$ cat config.mk
export PLATFORM = sky130hd
export DESIGN_NAME = atomic_line_store
export DESIGN_NICKNAME = d
export VERILOG_FILES = /design/src/rtl/als_pkg.sv /design/src/rtl/als_attr_check.sv /design/src/rtl/als_beat_seq.sv /design/src/rtl/als_cpl_timer.sv /design/src/rtl/atomic_line_store.sv
export SDC_FILE = /design/constraint.sdc
export NUM_CORES = 1
export LEC_CHECK = 0
export BUFFER_PORTS_ARGS = -buffer_cell sky130_fd_sc_hd__buf_4
export CORE_AREA = 2 2 297 299
export DETAILED_ROUTE_END_ITERATION = 7
export DIE_AREA = 0 0 299 301
export SYNTH_ARGS = -nofsm -noshare
export SYNTH_HDL_FRONTEND = slang
export SYNTH_SLANG_ARGS = --single-unit
export TNS_END_PERCENT = 20
$ cat constraint.sdc
create_clock -name clk -period 1.8 [get_ports clk]
set_clock_uncertainty 0.05 [all_clocks]
set_input_delay 0.09 -clock clk [delete_from_list [all_inputs] [get_ports clk]]
set_output_delay 0.09 -clock clk [all_outputs]
set_load 0.005 [all_outputs]
$ cat src/rtl/als_pkg.sv
package als_pkg;
    localparam int LINE_BYTES = 64;
    localparam int BEAT_W     = 64;
    localparam int BEATS      = LINE_BYTES * 8 / BEAT_W;
    localparam int LINE_W     = BEATS * BEAT_W;
    localparam int LINE_OFF   = $clog2(LINE_BYTES);

    localparam logic [1:0]        CACHE_NONE   = 2'd0;
    localparam logic [BEAT_W-1:0] ST_NO_ATOMIC = '1;

    typedef enum logic [1:0] {
        FLT_NONE  = 2'd0,
        FLT_EXCL  = 2'd1,
        FLT_ALIGN = 2'd2
    } fault_e;

    typedef enum logic [1:0] {
        S_IDLE, S_SEND, S_WAIT, S_RESP
    } state_e;

    function automatic logic variant_keeps(input logic [1:0] v);
        return (v == 2'd1) || (v == 2'd2);
    endfunction
endpackage

$ cat src/rtl/als_attr_check.sv
module als_attr_check
    import als_pkg::*;
(
    input  logic [LINE_OFF-1:0] addr_low,
    input  logic                memtype,
    input  logic [1:0]          inner,
    input  logic [1:0]          outer,
    output fault_e              fault
);
    always_comb begin
        if (addr_low != '0)
            fault = FLT_ALIGN;
        else if (memtype && ((inner != CACHE_NONE) || (outer != CACHE_NONE)))
            fault = FLT_EXCL;
        else
            fault = FLT_NONE;
    end
endmodule

$ cat src/rtl/als_beat_seq.sv
module als_beat_seq
    import als_pkg::*;
#(
    parameter int ADDR_W = 16
) (
    input  logic                       clk,
    input  logic                       rst,
    input  logic                       start,
    input  logic [ADDR_W-LINE_OFF-1:0] line_addr,
    input  logic [LINE_W-1:0]          line_data,
    input  logic                       wr_ready,
    output logic                       wr_valid,
    output logic [ADDR_W-1:0]          wr_addr,
    output logic [BEAT_W-1:0]          wr_data,
    output logic                       wr_first,
    output logic                       wr_last,
    output logic                       wr_lock,
    output logic                       done
);
    localparam int IDX_W = $clog2(BEATS);
    localparam int OFF_W = LINE_OFF - IDX_W;
    localparam logic [IDX_W-1:0] LAST_IDX = IDX_W'(BEATS - 1);

    logic [BEAT_W-1:0] words [BEATS];
    logic              busy_q;
    logic [IDX_W-1:0]  idx_q;

    for (genvar g = 0; g < BEATS; g++) begin : g_word
        assign words[g] = line_data[g*BEAT_W +: BEAT_W];
    end

    always_ff @(posedge clk) begin
        if (rst) begin
            busy_q <= 1'b0;
            idx_q  <= '0;
        end else if (start) begin
            busy_q <= 1'b1;
            idx_q  <= '0;
        end else if (busy_q && wr_ready) begin
            if (idx_q == LAST_IDX)
                busy_q <= 1'b0;
            idx_q <= idx_q + 1'b1;
        end
    end

    assign wr_valid = busy_q;
    assign wr_data  = words[idx_q];
    assign wr_addr  = {line_addr, idx_q, {OFF_W{1'b0}}};
    assign wr_first = busy_q && (idx_q == '0);
    assign wr_last  = busy_q && (idx_q == LAST_IDX);
    assign wr_lock  = busy_q;
    assign done     = busy_q && wr_ready && (idx_q == LAST_IDX);

    a_r3_beat_hold: assert property (@(posedge clk) disable iff (rst)
        (wr_valid && !wr_ready) |=> (wr_valid && $stable(wr_data) && $stable(wr_addr)));

    a_r3_no_ninth_beat: assert property (@(posedge clk) disable iff (rst)
        (wr_valid && wr_ready && wr_last) |=> !wr_valid);
endmodule

$ cat src/rtl/als_cpl_timer.sv
module als_cpl_timer #(
    parameter int TMO_CYCLES = 16
) (
    input  logic clk,
    input  logic rst,
    input  logic run,
    input  logic hit,
    output logic expire
);
    localparam int CNT_W = $clog2(TMO_CYCLES + 1);
    localparam logic [CNT_W-1:0] CNT_LAST = CNT_W'(TMO_CYCLES - 1);

    logic [CNT_W-1:0] cnt_q;

    always_ff @(posedge clk) begin
        if (rst || !run)
            cnt_q <= '0;
        else
            cnt_q <= cnt_q + 1'b1;
    end

    assign expire = run && !hit && (cnt_q == CNT_LAST);

    a_r10_cnt_bound: assert property (@(posedge clk) disable iff (rst)
        run |-> (cnt_q <= CNT_LAST));
endmodule

$ cat src/rtl/atomic_line_store.sv
module atomic_line_store
    import als_pkg::*;
#(
    parameter int ADDR_W     = 16,
    parameter int DST_W      = 5,
    parameter int TMO_CYCLES = 16
) (
    input  logic              clk,
    input  logic              rst,
    input  logic              req_valid,
    output logic              req_ready,
    input  logic [ADDR_W-1:0] req_addr,
    input  logic [511:0]      req_data,
    input  logic              req_memtype,
    input  logic [1:0]        req_inner,
    input  logic [1:0]        req_outer,
    input  logic [1:0]        req_variant,
    input  logic [DST_W-1:0]  req_dst,
    output logic              wr_valid,
    input  logic              wr_ready,
    output logic [ADDR_W-1:0] wr_addr,
    output logic [63:0]       wr_data,
    output logic              wr_first,
    output logic              wr_last,
    output logic              wr_lock,
    input  logic              cpl_valid,
    output logic              cpl_ready,
    input  logic [63:0]       cpl_status,
    output logic              rsp_valid,
    input  logic              rsp_ready,
    output logic [1:0]        rsp_fault,
    output logic              rsp_wb,
    output logic [DST_W-1:0]  rsp_dst,
    output logic [63:0]       rsp_status
);
    state_e                     state_q;
    fault_e                     chk_fault;
    fault_e                     fault_q;
    logic [ADDR_W-LINE_OFF-1:0] line_q;
    logic [LINE_W-1:0]          data_q;
    logic [1:0]                 var_q;
    logic [DST_W-1:0]           dst_q;
    logic [BEAT_W-1:0]          status_q;
    logic                       accept, seq_done, expire, keep;

    assign req_ready = (state_q == S_IDLE);
    assign accept    = req_valid && req_ready;

    als_attr_check u_check (
        .addr_low (req_addr[LINE_OFF-1:0]),
        .memtype  (req_memtype),
        .inner    (req_inner),
        .outer    (req_outer),
        .fault    (chk_fault)
    );

    als_beat_seq #(.ADDR_W(ADDR_W)) u_seq (
        .clk       (clk),
        .rst       (rst),
        .start     (accept && (chk_fault == FLT_NONE)),
        .line_addr (line_q),
        .line_data (data_q),
        .wr_ready  (wr_ready),
        .wr_valid  (wr_valid),
        .wr_addr   (wr_addr),
        .wr_data   (wr_data),
        .wr_first  (wr_first),
        .wr_last   (wr_last),
        .wr_lock   (wr_lock),
        .done      (seq_done)
    );

    als_cpl_timer #(.TMO_CYCLES(TMO_CYCLES)) u_timer (
        .clk    (clk),
        .rst    (rst),
        .run    (state_q == S_WAIT),
        .hit    (cpl_valid),
        .expire (expire)
    );

    always_ff @(posedge clk) begin
        if (rst) begin
            state_q  <= S_IDLE;
            fault_q  <= FLT_NONE;
            line_q   <= '0;
            data_q   <= '0;
            var_q    <= '0;
            dst_q    <= '0;
            status_q <= '0;
        end else begin
            case (state_q)
                S_IDLE: if (accept) begin
                    line_q   <= req_addr[ADDR_W-1:LINE_OFF];
                    data_q   <= req_data;
                    var_q    <= req_variant;
                    dst_q    <= req_dst;
                    fault_q  <= chk_fault;
                    status_q <= '0;
                    state_q  <= (chk_fault == FLT_NONE) ? S_SEND : S_RESP;
                end
                S_SEND: if (seq_done) state_q <= S_WAIT;
                S_WAIT: begin
                    if (cpl_valid) begin
                        status_q <= cpl_status;
                        state_q  <= S_RESP;
                    end else if (expire) begin
                        status_q <= ST_NO_ATOMIC;
                        state_q  <= S_RESP;
                    end
                end
                default: if (rsp_ready) state_q <= S_IDLE;
            endcase
        end
    end

    assign keep       = variant_keeps(var_q) && (fault_q == FLT_NONE);
    assign cpl_ready  = (state_q == S_WAIT);
    assign rsp_valid  = (state_q == S_RESP);
    assign rsp_fault  = fault_q;
    assign rsp_wb     = rsp_valid && keep;
    assign rsp_dst    = keep ? dst_q : '0;
    assign rsp_status = keep ? status_q : '0;

    a_r9_send_follows_accept: assert property (@(posedge clk) disable iff (rst)
        $rose(wr_valid) |-> $past(req_valid && req_ready));

    a_r4_fault_skips_write: assert property (@(posedge clk) disable iff (rst)
        $rose(rsp_valid && (rsp_fault != 2'd0)) |-> $past(req_valid && req_ready));

    a_r7_wait_after_burst: assert property (@(posedge clk) disable iff (rst)
        $rose(cpl_ready) |-> $past(wr_valid && wr_ready && wr_last));

    a_r11_rsp_hold: assert property (@(posedge clk) disable iff (rst)
        (rsp_valid && !rsp_ready) |=> (rsp_valid && $stable(rsp_status) && $stable(rsp_fault) && $stable(rsp_wb)));

    a_r8_wb_without_fault: assert property (@(posedge clk) disable iff (rst)
        rsp_wb |-> (rsp_fault == 2'd0));
endmodule

==> results of run 1 <==
## worst max-delay path by stage
stage	end	slack [ps]	depth (start not counted)
final	wr_data[6]	-720	6
after global placement	status_q[26]	-130	8
after floorplan	status_q[23]	0.8	7
after CTS	wr_data[16]	-770	6
after global routing	wr_data[17]	-790	6
after detailed placement	status_q[27]	-130	8
## stage by stage
step | util, % | instances
after global placement | 38.3 | 4729
after CTS | 48.6 | 5472
final | 50.0 | 5515
after global routing | 50.0 | 5510
after floorplan | - | 2907
after detailed placement | 38.3 | 4729
## placed cells by master (no fill, tap or decap), types with 5 or more instances in the layout
cell and n:
a21bo_2 60, a21oi_1 520, a21oi_2 17, and2_1 7, and2_4 65, buf_12 42, buf_16 11, buf_4 770
buf_6 104, buf_8 8, clkbuf_1 12, clkbuf_16 84, clkbuf_8 18, clkinv_2 11, dfxtp_1 597, dfxtp_2 5
diode_2 17, dlygate4sd3_1 603, ha_4 5, mux2_2 49, mux2_4 15, mux4_2 128, nand2_1 1062, nand2_2 6
nor2_1 13, o21ai_1 50, o21ai_2 10
## sequential cells by signal, indices dropped and copies added (netlist names)
name,flops
data_q,512
status_q,64
line_q,10
dst_q,5
u_timer.cnt_q,5
u_seq.idx_q,3
rsp_fault,2
state_q,2
var_q,2
u_seq.wr_lock,1
## kinds of logic (layout without fill, tap and decap cells)
group / Yosys count / after routing / synth area share (%)
AO/OA/AOI/OAI: 668 / 668 / 14.5
XOR/XNOR: 4 / 4 / 0.139
adder cells (fa/ha/maj): 9 / 9 / 0.445
buffers and inverters: 250 / 1686 / 4.25
flip-flops: 606 / 606 / 48.0
multiplexers: 193 / 193 / 14.3
other: 1 / 20 / 0.0148
AND/OR/NAND/NOR: 1174 / 1174 / 18.4
## Yosys cell counts (3+ instances only)
master	count
o21ai_0	53
nand2_1	1069
ha_1	9
mux2_2	64
buf_6	11
clkbuf_1	161
mux4_2	128
nand3_1	4
a21bo_2	60
buf_1	37
o21ai_1	11
buf_2	26
a21oi_1	537
buf_4	6
inv_1	8
and2_1	72
xnor2_1	3
nor2_1	13
dfxtp_1	606
## power by group
group	leakage [nW]	total (mW)	switching [mW]	internal, mW
registers	4.97	16.8	1.24	15.5
clock network	1.19	14.8	6.02	8.82
logic	11.5	14.6	7.68	6.89
## area by class of cell
class                           count  area [um^2]
Antenna cell                       17         42.5
Clock buffer                      103         2120
Clock inverter                     25          299
Fill cell                        7736        43300
Inverter                            9         36.3
Multi-Input combinational cell   2051        12600
Sequential cell                   606        12200
Tap cell                         1155         1450
Timing Repair Buffer             1549        14500
## layer usage
metal	wire, um	up-vias	share of wire, %	track usage (%)
li1	-	12574	-	-
met1	45600	12879	41	29.2
met4	3940	8	3.6	8.48
met2	53400	1063	48	38.3
met3	7710	261	7.0	4.50
met5	54	-	0.049	0
## worst register-to-register path, cell delays in order (launching register included)
cell,delay (ps)
dfxtp_2,360
ha_4,130
and3_4,170
ha_4,140
o21ai_2,60
buf_6,120
nor3_4,200
buf_12,180
clkbuf_16,190
o21ai_1,90
a21bo_2,210
## timing repair
item	CTS	global route
resized for setup	104	240
buffers inserted	8	14
endpoints found under the setup margin	251	700
gates cloned	4	15
pin swaps	0	55
hold buffers	603	0
endpoints found under the hold margin	604	0
==> results.json, run 1 <==
{
  "die_h_um": 301,
  "max_slew.worst_pin.slew_ps": 754,
  "fin_ws_ps": -724,
  "crit_buf_inv": 4,
  "slew_viol_final": 0,
  "r2r_slack_ps": -130,
  "drive_gt1_share_pct": 33.3,
  "synth_area_um2": 25300,
  "finalHoldViolCount": 0,
  "hold_ws_ps": 77.4,
  "yosys.area.top_type": "dfxtp_1",
  "syn2layout_area_growth_pct": 70.9,
  "final_nets": 4907,
  "die_w_um": 299,
  "setup_viol_count_final": 202,
  "status": "finished with violations",
  "max_stage_delay_ps": 490,
  "crit_start": "u_seq.idx_q[0]",
  "dpl_cell_area_um2": 33100,
  "antenna_found_initial": 24,
  "r2r-start": "u_timer.cnt_q[1]",
  "port_buffers": 765,
  "clk_path_buf_depth": 3,
  "grt_max_degree": 128,
  "hpwl_mm": 76.0,
  "whs_path_depth": 5,
  "period_needed_ps": 2520,
  "die_area_um2": 90000,
  "slowest_stage": "mux4_2",
  "cp_max_fo": 6,
  "final_antenna_net_count": 0,
  "total_leakage_power_nw": 17.7,
  "startpoint_type": "flip-flop",
  "synthFlopType": "dfxtp_1",
  "fin_crit_sh_pct": 140,
  "synth-async-reset-ratio_pct": 0,
  "preCtsSetupSlack_ps": -128,
  "cts_tree": "built",
  "violations": "setup timing",
  "rsz0062_at_grt": "true",
  "min_to": "u_seq.wr_lock",
  "track_usage_pct": 22.9,
  "regToRegEndpoint": "status_q[29]",
  "clock.fmax_mhz": 396,
  "overflow": 0,
  "cpMostUsedCell": "buf_4",
  "holdCritPathClass": "input port to flip-flop",
  "tns_ps": -80090,
  "numCtsBuffers": 71,
  "r2r_cells": 10,
  "wl_per_cell_um": 20.1,
  "drt_iter0_drc": 2292,
  "clock_latency_ps": 590,
  "synth_top_area_share_pct": 48.0,
  "required_ps": 1660,
  "vias": 26785,
  "cts-root-buf": "clkbuf_16",
  "rows": 108,
  "hold_start": "req_addr[3]",
  "synth_edf_count": 0,
  "postSynthAreaPerCell_um2": 8.71,
  "ios": 769,
  "ys_ff_latch": 606,
  "clk_pin_slew_worst_paths_ps": 60,
  "grt_pass1_wl_mm": 159,
  "path_class": "flip-flop to primary output",
  "initial_core_util_pct": 29.2,
  "design_area_um2": 43200,
  "core_area_um2": 86500,
  "synth_seq_area_share_pct": 48.0,
  "power_density_nw_per_um2": 1070,
  "yosysUniqueCellTypes": 42,
  "vdd_ir_drop_max_mv": 0.687,
  "cts_max_level": 3,
  "cp.arrival_ps": 2380,
  "yosys-top-cells-area": "dfxtp_1 (48%), nand2_1 (16%), mux4_2 (11%), a21oi_1 (11%), mux2_2 (2.8%)",
  "grt_pass1_vias": 26500,
  "yosysWarnings": 0,
  "vias_per_cell": 4.86,
  "relSlewSlack_pct": 49.7,
  "drc": 0,
  "wl_mm": 111,
  "synthCells": 2905,
  "cts_sinks": 606,
  "cpLargestDelayFamily": "multiplexers",
  "p_total_mw": 46.2,
  "drtPass1Iterations": 5,
  "endpoint_kind": "primary output",
  "gp_congestion": 0.919,
  "maxCapViolations": 0,
  "path_cells": "buf_12 > buf_4 > clkbuf_16 > mux4_2 > mux2_2 > buf_4"
}
No activity file was read; power rests on OpenSTA's default activity.
==> inputs of run 2 (changes only) <==
--- a/config.mk
+++ b/config.mk
@@ -6,9 +6,12 @@
 export NUM_CORES = 1
 export LEC_CHECK = 0
 export BUFFER_PORTS_ARGS = -buffer_cell sky130_fd_sc_hd__buf_4
-export CORE_AREA = 2 2 297 299
+export CELL_PAD_IN_SITES_DETAIL_PLACEMENT = 2
+export CELL_PAD_IN_SITES_GLOBAL_PLACEMENT = 2
+export CORE_MARGIN = 2
+export CORE_UTILIZATION = 27
 export DETAILED_ROUTE_END_ITERATION = 7
-export DIE_AREA = 0 0 299 301
+export PLACE_DENSITY_LB_ADDON = 0.1
 export SYNTH_ARGS = -nofsm -noshare
 export SYNTH_HDL_FRONTEND = slang
 export SYNTH_SLANG_ARGS = --single-unit
==> results.json, run 2 (synthesized netlist as in run 1, its figures left out) <==
{
  "path_class": "flip-flop to primary output",
  "setup_viol_count_final": 515,
  "cp.arrival_ps": 2420,
  "startpoint_type": "flip-flop",
  "gp_congestion": 0.804,
  "overflow": 0,
  "rsz0062_at_grt": "true",
  "grt_pass1_vias": 31751,
  "p_seq_share_pct": 33.4,
  "hpwl_mm": 86.6,
  "die_area_um2": 96100,
  "relSlewSlack_pct": 48.6,
  "nFillCells": 9681,
  "grt.busiest_layer": "met2",
  "track_usage_pct": 28.6,
  "regMostFlops": "data_q",
  "cts_tree": "built",
  "required_ps": 1660,
  "total_leakage_power_nw": 18.0,
  "clock.fmax_mhz": 390,
  "die_h_um": 310,
  "core_area_um2": 93000,
  "r2r-start": "u_timer.cnt_q[1]",
  "status": "finished with violations",
  "grt_use_met1_pct": 31.2,
  "grt_pass1_wl_mm": 208,
  "p_switching_mw": 17.9,
  "cts-root-buf": "clkbuf_16",
  "layout.cells.most_common_list": "nand2_1 (1,055), buf_4 (716), dlygate4sd3_1 (598)",
  "clk_path_buf_depth": 3,
  "pwr-share-clk_pct": 31.1,
  "syn2layout_area_growth_pct": 76.8,
  "wl_per_cell_um": 28.2,
  "initial_core_util_pct": 27.2,
  "cts_sinks": 606,
  "fin_crit_sh_pct": 142,
  "final_nets": 4912,
  "power_density_nw_per_um2": 1140,
  "fin_ws_ps": -762,
  "cp_max_fo": 8,
  "clk_pin_slew_worst_paths_ps": 60,
  "port_buffers": 765,
  "final_antenna_net_count": 0,
  "die_w_um": 310,
  "postLayoutCoreUtil_pct": 48.0,
  "maxCapViolations": 0,
  "multi_input_area_um2": 13200,
  "largest_register_ffs": 512,
  "drtPass1Iterations": 5,
  "grtUsageMet3_pct": 5.42,
  "rows": 112,
  "slowest_stage": "mux4_2",
  "pwr-share-comb_pct": 35.6,
  "max_slew.worst_pin.slew_ps": 771,
  "min_to": "data_q[279]",
  "vias_per_cell": 5.07,
  "regArea_um2": 12200,
  "wl_mm": 160,
  "holdCritPathClass": "input port to flip-flop",
  "drive_gt1_share_pct": 35.9,
  "drt_iter0_drc": 1647,
  "antenna_found_initial": 69,
  "vdd_ir_drop_max_mv": 0.577,
  "internal_power_mw": 33.1,
  "grt_max_degree": 137,
  "clock_latency_ps": 620,
  "use_met2_pct": 53.2,
  "period_needed_ps": 2560,
  "finalHoldViolCount": 0,
  "ios": 769,
  "p_total_mw": 51.0,
  "drc": 0,
  "mostFrequentLayoutCell": "nand2_1",
  "preCtsSetupSlack_ps": -262,
  "hold_ws_ps": 34.0,
  "cts_max_level": 3,
  "hold_start": "req_valid",
  "r2r_cells": 9,
  "r2r_slack_ps": -310,
  "endpoint_kind": "primary output",
  "max_stage_delay_ps": 560,
  "path_cells": "buf_12 > buf_8 > mux4_2 > mux2_2 > buf_4",
  "slew_viol_final": 0,
  "numCtsBuffers": 74,
  "swShare_pct": 35.1,
  "whs_path_depth": 5,
  "regToRegEndpoint": "status_q[13]",
  "violations": "setup timing",
  "top_regs": "data_q x512, status_q x64, line_q x10",
  "vias": 28737
}
## run 2: power by group through the flow
stage	combinational (mW)	clock (mW)	sequential [mW]
floorplan	6.94	0	16.5
global placement	12.2	0	16.8
detailed placement	12.6	0	17.0
CTS	14.9	16.0	16.8
global route	19.2	16.7	17.2
finish	18.1	15.8	17.0
## run 2: metrics by stage
stage	TNS [ps]	std cells	cell area [um^2]
after global routing	-129750	5661	44700
after floorplan	0	2907	25300
after CTS	-93640	5565	42900
final	-100250	5672	44700
after global placement	-13470	4804	33200
after detailed placement	-26120	4804	33200
## run 2: final cells by class
class	count	share of cell area, %
clock inverter	20	0.571
multi-input combinational	2051	29.5
antenna	67	0.375
clock buffer	114	5.04
tap	1254	3.51
inverter	9	0.0756
sequential	606	27.2
timing repair buffer	1551	33.7
## run 2: layer usage
metal	part of all wire, %	vias up	routed length (um)
met5	0.11	-	180
li1	-	12626	-
met1	36	14426	57900
met2	52	1129	83500
met3	5.2	526	8370
met4	6.1	30	9820
## run 2: worst max-delay path by stage
| stage | start | end | cells after the start |
|---|---|---|---|
| 2_1_floorplan | state_q[0] | status_q[23] | 7 |
| 3_3_place_gp | u_timer.cnt_q[0] | status_q[53] | 8 |
| 3_5_place_dp | u_timer.cnt_q[0] | status_q[27] | 8 |
| 4_1_cts | u_seq.idx_q[0] | wr_data[55] | 5 |
| 5_1_grt | u_seq.idx_q[0] | wr_data[2] | 5 |
| 6_report | u_seq.idx_q[0] | wr_data[2] | 5 |
## run 2: critical path: cells and delay by family, from the launching register on
kind	cells	cell delay, ps
buffers and inverters	3	540
DFF	1	390
muxes	2	860
## run 2: repair_timing
action,4_1_cts,5_1_grt
gates cloned,12,19
gates resized for setup,231,298
hold buffers,599,0
setup endpoints to repair,632,735
pin swaps,39,62
setup buffers,16,28
endpoints found under the hold margin,604,0
